$ cat config.mk
export PLATFORM = sky130hd
export DESIGN_NAME = mp_addr_filter
export DESIGN_NICKNAME = d
export VERILOG_FILES = /design/src/rtl/mpf_pkg.sv /design/src/rtl/mpf_cfg_regs.sv /design/src/rtl/mpf_addr_match.sv /design/src/rtl/mpf_select.sv /design/src/rtl/mp_addr_filter.sv
export SDC_FILE = /design/constraint.sdc
export NUM_CORES = 1
export LEC_CHECK = 0
export BUFFER_PORTS_ARGS = -buffer_cell sky130_fd_sc_hd__buf_2
export CAP_MARGIN = 10
export CORE_MARGIN = 10
export CORE_UTILIZATION = 43
export CTS_CLUSTER_DIAMETER = 30
export CTS_CLUSTER_SIZE = 25
export DETAILED_ROUTE_END_ITERATION = 16
export PLACE_DENSITY = 0.76
export SYNTH_ARGS = -nofsm -noshare
export SYNTH_HDL_FRONTEND = slang
export SYNTH_SLANG_ARGS = --single-unit
$ cat constraint.sdc
create_clock -name clk -period 1.3 [get_ports clk]
set_input_delay 0.195 -clock clk [delete_from_list [all_inputs] [get_ports clk]]
set_output_delay 0.195 -clock clk [all_outputs]
set_load 0.1 [all_outputs]
$ cat src/rtl/mpf_pkg.sv
package mpf_pkg;
    localparam int unsigned BYTE_W = 8;

    typedef struct packed {
        logic [BYTE_W-1:0] addr;
        logic [BYTE_W-1:0] mask;
    } mpf_cfg_t;

    typedef enum logic {
        SEL_ADDR = 1'b0,
        SEL_MASK = 1'b1
    } mpf_reg_sel_e;
endpackage

$ cat src/rtl/mpf_cfg_regs.sv
module mpf_cfg_regs
    import mpf_pkg::*;
#(
    parameter int unsigned W = BYTE_W
) (
    input  logic         clk,
    input  logic         rst_n,
    input  logic         wr_en,
    input  logic         wr_sel,
    input  logic [W-1:0] wr_data,
    output logic [W-1:0] addr_o,
    output logic [W-1:0] mask_o
);
    typedef struct packed {
        logic [W-1:0] addr;
        logic [W-1:0] mask;
    } regs_t;

    regs_t regs_d, regs_q;

    always_comb begin
        regs_d = regs_q;
        if (wr_en) begin
            if (mpf_reg_sel_e'(wr_sel) == SEL_ADDR) begin
                regs_d.addr = wr_data;
            end else begin
                regs_d.mask = wr_data;
            end
        end
    end

    always_ff @(posedge clk or negedge rst_n) begin
        if (!rst_n) begin
            regs_q <= '0;
        end else begin
            regs_q <= regs_d;
        end
    end

    assign addr_o = regs_q.addr;
    assign mask_o = regs_q.mask;

    // a write lands in the selected register only
    a_r2_addr_write: assert property (@(posedge clk) disable iff (!rst_n)
        (wr_en && !wr_sel) |=> (addr_o == $past(wr_data)) && $stable(mask_o));
    a_r2_mask_write: assert property (@(posedge clk) disable iff (!rst_n)
        (wr_en && wr_sel) |=> (mask_o == $past(wr_data)) && $stable(addr_o));
    a_r2_hold: assert property (@(posedge clk) disable iff (!rst_n)
        !wr_en |=> $stable(addr_o) && $stable(mask_o));
endmodule

$ cat src/rtl/mpf_addr_match.sv
module mpf_addr_match #(
    parameter int unsigned W = 8
) (
    input  logic         clk,
    input  logic         rst_n,
    input  logic [W-1:0] addr_i,
    input  logic [W-1:0] mask_i,
    input  logic [W-1:0] rx_byte_i,
    output logic         node_hit_o,
    output logic         bcast_hit_o,
    output logic         hit_o
);
    logic [W-1:0] bcast_pat;
    logic [W-1:0] node_diff;
    logic [W-1:0] bcast_miss;

    always_comb begin
        bcast_pat  = addr_i | mask_i;
        node_diff  = (rx_byte_i ^ addr_i) & mask_i;
        bcast_miss = bcast_pat & ~rx_byte_i;
    end

    assign node_hit_o  = (node_diff == '0);
    assign bcast_hit_o = (bcast_miss == '0);
    assign hit_o       = node_hit_o | bcast_hit_o;

    // all-zero registers make every bit a don't-care
    a_r1_all_pass: assert property (@(posedge clk) disable iff (!rst_n)
        (addr_i == '0 && mask_i == '0) |-> hit_o);
    // an all-ones byte always satisfies the broadcast pattern
    a_r4_ones_bcast: assert property (@(posedge clk) disable iff (!rst_n)
        (rx_byte_i == '1) |-> bcast_hit_o);
    // a byte equal to the stored address always satisfies the node pattern
    a_r3_self_hit: assert property (@(posedge clk) disable iff (!rst_n)
        (rx_byte_i == addr_i) |-> node_hit_o);
endmodule

$ cat src/rtl/mpf_select.sv
module mpf_select #(
    parameter int unsigned W = 8
) (
    input  logic         clk,
    input  logic         rst_n,
    input  logic         rx_valid,
    input  logic         rx_bit9,
    input  logic [W-1:0] rx_data,
    input  logic         hit,
    output logic         match_pulse,
    output logic         selected,
    output logic         fwd_valid,
    output logic [W-1:0] fwd_data
);
    typedef struct packed {
        logic sel;
    } sel_state_t;

    sel_state_t st_d, st_q;
    logic       is_addr_frame;
    logic       is_data_frame;

    always_comb begin
        is_addr_frame = rx_valid & rx_bit9;
        is_data_frame = rx_valid & ~rx_bit9;
        st_d          = st_q;
        if (is_addr_frame) begin
            st_d.sel = hit;
        end
    end

    always_ff @(posedge clk or negedge rst_n) begin
        if (!rst_n) begin
            st_q <= '0;
        end else begin
            st_q <= st_d;
        end
    end

    assign match_pulse = is_addr_frame & hit;
    assign selected    = st_q.sel;
    assign fwd_valid   = is_data_frame & st_q.sel;
    assign fwd_data    = fwd_valid ? rx_data : '0;

    // address frames set or clear the selection on the next cycle
    a_r6_set: assert property (@(posedge clk) disable iff (!rst_n)
        (rx_valid && rx_bit9 && hit) |=> selected);
    a_r6_clear: assert property (@(posedge clk) disable iff (!rst_n)
        (rx_valid && rx_bit9 && !hit) |=> !selected);
    // anything other than an address frame keeps the selection
    a_r8_keep: assert property (@(posedge clk) disable iff (!rst_n)
        !(rx_valid && rx_bit9) |=> $stable(selected));
endmodule

$ cat src/rtl/mp_addr_filter.sv
module mp_addr_filter
    import mpf_pkg::*;
#(
    parameter int unsigned W = BYTE_W
) (
    input  logic         clk,
    input  logic         rst_n,
    input  logic         cfg_wr_en,
    input  logic         cfg_sel,
    input  logic [W-1:0] cfg_wdata,
    input  logic         rx_valid,
    input  logic [W-1:0] rx_data,
    input  logic         rx_bit9,
    output logic         match_pulse,
    output logic         node_selected,
    output logic         data_valid_out,
    output logic [W-1:0] data_out
);
    logic [W-1:0] addr_q;
    logic [W-1:0] mask_q;
    logic         node_hit;
    logic         bcast_hit;
    logic         any_hit;

    mpf_cfg_regs #(.W(W)) u_regs (
        .clk     (clk),
        .rst_n   (rst_n),
        .wr_en   (cfg_wr_en),
        .wr_sel  (cfg_sel),
        .wr_data (cfg_wdata),
        .addr_o  (addr_q),
        .mask_o  (mask_q)
    );

    mpf_addr_match #(.W(W)) u_match (
        .clk         (clk),
        .rst_n       (rst_n),
        .addr_i      (addr_q),
        .mask_i      (mask_q),
        .rx_byte_i   (rx_data),
        .node_hit_o  (node_hit),
        .bcast_hit_o (bcast_hit),
        .hit_o       (any_hit)
    );

    mpf_select #(.W(W)) u_sel (
        .clk         (clk),
        .rst_n       (rst_n),
        .rx_valid    (rx_valid),
        .rx_bit9     (rx_bit9),
        .rx_data     (rx_data),
        .hit         (any_hit),
        .match_pulse (match_pulse),
        .selected    (node_selected),
        .fwd_valid   (data_valid_out),
        .fwd_data    (data_out)
    );

    // pulses only accompany address frames
    a_r5_pulse_addr_only: assert property (@(posedge clk) disable iff (!rst_n)
        match_pulse |-> (rx_valid && rx_bit9));
    // forwarded data is never an address frame
    a_r7_fwd_data_only: assert property (@(posedge clk) disable iff (!rst_n)
        data_valid_out |-> (rx_valid && !rx_bit9 && !match_pulse));
endmodule

==> impl_summary.log <==
INFO  metric die_x_extent = 65.8 µm
INFO  metric finish.instance_area = 1490 µm²
INFO  metric critical_path.slowest_cell = sky130_fd_sc_hd__dfrtp_1
INFO  metric synth_top_area_share = 47.1%
INFO  metric postLayoutCoreUtil = 75.3%
INFO  metric whs_path_depth = 2
INFO  metric grt_start_max_net_pins = 18
INFO  metric inserted_clock_buffers = 3
INFO  metric timing.setup.tns = -2.78 ns
INFO  metric share_of_synthesized_cell_area_in_and_or_nand_and_nor_gates = 12.0%
INFO  metric clkLatencyLatePin = 0.28 ns
INFO  metric htree_num_levels = 1
INFO  metric overflow = 0
INFO  metric synth_area_in_compound_gates = 12.6%
INFO  metric fin_ws = -0.665 ns
INFO  metric synthesized_nets = 97
INFO  metric min_cycle_time_layout = 1.97 ns
INFO  metric run_status = finished with violations
INFO  metric initial_antenna_violation_count = 0
INFO  metric post_synthesis_share_of_cell_area_spent_on_full_adders_half_adders_and_majority_gates = 0%
INFO  metric start_util = 45.6%
INFO  metric layout_overhead_on_the_synthesized_area = 65.2%
INFO  metric critPathKind = register to primary output
INFO  metric postSynthRegisterBits = 17
INFO  metric synth_top_family_by_area = multiplexers
INFO  metric synth.yosys.seq_area_share = 47.1%
INFO  metric synth_top_cells_by_area = sky130_fd_sc_hd__dfrtp_1 47%, sky130_fd_sc_hd__mux2_2 11%, sky130_fd_sc_hd__mux2_1 8.7%
INFO  metric yosys_warnings = 0
INFO  metric yosysTopAreaCell = sky130_fd_sc_hd__dfrtp_1
INFO  metric failed_checks = setup timing
INFO  metric grt_first_pass_wirelength = 4240 µm
INFO  metric final-setup-viol-count = 11
INFO  metric final_count_of_hold_timing_violations = 0
INFO  metric io_buffers = 32
INFO  metric fmax = 0.509 GHz
INFO  metric drv.max_cap_violation_count = 0
INFO  metric placedInstanceArea = 1410 µm²
INFO  metric multiplexer_share_of_the_synthesized_area = 19.9%
INFO  metric timing.critical_path.cells = o21bai_1 > o2111ai_1 > or3_4 > a21oi_4 > buf_12
INFO  metric dpl.cell_count = 147
INFO  metric route.final.wire_length = 2640 µm
INFO  metric hold-worst-slack = 0.144 ns
INFO  metric drtIter0Drc = 10
INFO  metric irDropWorstVdd = 0.000746 V
INFO  metric hpwl = 2140 µm
INFO  metric critPathArrivalTime = 1.77 ns
INFO  metric ant_nets = 0
INFO  metric timing_worst_slew_pin_value = 0.393 ns
INFO  metric finalNonFillerCells = 156
INFO  metric maximum_fanout_count_along_the_critical_path = 2
INFO  metric layout_cells_sized_above_1 = 61.2%
INFO  metric die_h = 65.8 µm
INFO  metric ctsRootBufferMaster = sky130_fd_sc_hd__clkbuf_4
INFO  metric detailedPlace.worstSlack = -0.292 ns
INFO  metric crit_path_start_kind = register
INFO  metric timing.max_slew.rel_slack = 73.7%
INFO  metric clk_transition_reported_paths = 0.09 ns
INFO  metric synthesis.area_per_instance = 12.0 µm²
INFO  metric core_region_area = 1980 µm²
INFO  metric synth_xor_area_share = 7.76%
INFO  metric cp_data_required_time = 1.11 ns
INFO  metric gp_routability_congestion = 0.715
INFO  metric wl_per_cell = 16.9 µm
INFO  metric syn_area = 903 µm²
INFO  metric cts_tree = done
INFO  metric num_rows = 16
INFO  metric cts_buffer_depth = 2
INFO  metric grt_pass1_vias = 883
INFO  metric fp.dieArea = 4330 µm²
INFO  metric worst-r2r-cell-count = 6
INFO  metric gr-usage-all-layers = 12.7%
INFO  metric synth_cells = 75
INFO  metric clock_sinks = 17
INFO  metric nets = 152
INFO  metric min_path_type = primary input to register
INFO  metric cp-end-kind = primary output
INFO  metric cpPeakStageDelay = 0.41 ns
INFO  metric reg2reg_setup_slack = -0.32 ns
INFO  metric post-route-drc-count = 0
INFO  metric detail_route.vias_per_cell = 5.00
INFO  metric synthDistinctLibCells = 20
INFO  metric clock_skew = 0.00391 ns
INFO  metric power_per_cell_area = 1110 nW/µm²
INFO  metric floorplan.io_pins = 33
INFO  metric drtPass1Iterations = 4
INFO  metric final-max-slew-violation-count = 0
INFO  metric num_antenna_cells = 0
INFO  metric static-leakage-power = 0.677 nW
INFO  metric routed-via-count = 780
INFO  metric layout_worst_path_cycle_share = 151%
INFO  metric rsz0062_at_grt = yes
INFO  metric finalPower = 1.65 mW
what timing repair did:
| item | CTS | global route |
|---|---|---|
| gates cloned | 1 | 0 |
| pin swaps | 9 | 0 |
| hold endpoints to repair | 17 | 0 |
| gates resized for setup | 4 | 0 |
| endpoints found under the setup margin | 12 | 12 |
| buffers inserted | 3 | 0 |
| hold buffers | 1 | 0 |
critical path, delay by kind of cell, from the launching register on:
family,cells,cell delay (ns)
AND/OR/NAND/NOR,1,0.40
AO/OA/AOI/OAI,3,0.49
flip-flops,1,0.41
buffers and inverters,1,0.19
metal layers:
| metal | part of all wire, % | vias to the layer above | routed length, µm | track usage, % |
|---|---|---|---|---|
| li1 | - | 380 | - | - |
| met1 | 37 | 379 | 968 | 12.1 |
| met2 | 55 | 17 | 1460 | 23.2 |
| met3 | 5.7 | 4 | 152 | 4.75 |
| met4 | 2.2 | 0 | 58 | 6.42 |
| met5 | 0 | - | 0 | 0 |
cell usage in the layout, fill, tap and decap left out:
master,Yosys,routed
sky130_fd_sc_hd__buf_2,1,21
sky130_fd_sc_hd__o21bai_1,1,1
sky130_fd_sc_hd__mux2_2,9,9
sky130_fd_sc_hd__xor2_1,8,8
sky130_fd_sc_hd__nor2_1,6,5
sky130_fd_sc_hd__o2111ai_1,1,1
sky130_fd_sc_hd__nand2_1,3,2
sky130_fd_sc_hd__dfrtp_1,17,16
sky130_fd_sc_hd__nand2_4,0,1
sky130_fd_sc_hd__nor2_4,0,2
sky130_fd_sc_hd__clkbuf_4,0,3
sky130_fd_sc_hd__buf_12,0,11
sky130_fd_sc_hd__o21bai_2,2,2
sky130_fd_sc_hd__and2_4,0,8
sky130_fd_sc_hd__or3_4,1,1
sky130_fd_sc_hd__buf_6,0,3
sky130_fd_sc_hd__mux2_1,7,7
sky130_fd_sc_hd__clkbuf_1,0,1
sky130_fd_sc_hd__nand4_1,1,1
sky130_fd_sc_hd__buf_4,0,14
sky130_fd_sc_hd__a21oi_1,2,1
sky130_fd_sc_hd__a22oi_1,4,4
sky130_fd_sc_hd__nor2b_1,1,1
sky130_fd_sc_hd__o22ai_2,1,1
sky130_fd_sc_hd__o22ai_1,1,1
sky130_fd_sc_hd__dlygate4sd3_1,0,1
sky130_fd_sc_hd__a41oi_2,1,1
sky130_fd_sc_hd__dfrtp_4,0,1
sky130_fd_sc_hd__a21oi_4,0,1
flip-flops by register name, indices dropped and copies added, names as in the netlist:
name / flops
u_regs.mask_o: 8
u_sel.selected: 1
u_regs.addr_o: 8
cells in the mapped netlist, drive strengths merged:
library cell and number:
dfrtp 17, mux2 16, and2 8, xor2 8, nor2 6, a22oi 4, nand2 3, o21bai 3
a21oi 2, o22ai 2, a41oi 1, buf 1, nand4 1, nor2b 1, o2111ai 1, or3 1
area by class of cell:
type	count	area, µm²
tap	27	33.8
fill	130	489
sequential	17	429
multi-input combinational	58	529
clock buffer	4	26.3
timing repair buffer	50	474
kinds of logic (layout without fill, tap and decap cells):
logic type      count (synthesis)  count (layout)
simple gates                   20              21
xor+xnor                        8               8
compound gates                 13              13
mux                            16              16
buf+inv                         1              54
flops                          17              17
where the power goes:
| part | leakage (nW) | internal (mW) | switching, mW | total (mW) |
|---|---|---|---|---|
| registers | 0.199 | 0.613 | 0.0684 | 0.681 |
| clock network | 0.0150 | 0.119 | 0.157 | 0.277 |
| logic | 0.464 | 0.330 | 0.366 | 0.695 |
worst paths after layout:
path	start	to
max in group asynchronous	rst_n	u_sel.selected
min	cfg_wdata[4]	u_regs.addr_o[4]
max	u_regs.mask_o[2]	match_pulse
max reg2reg	u_regs.mask_o[2]	u_sel.selected
min reg2reg	u_regs.mask_o[5]	u_regs.mask_o[5]
min in group asynchronous	rst_n	u_regs.addr_o[6]
Note: power is estimated with default switching activity, not from simulation.
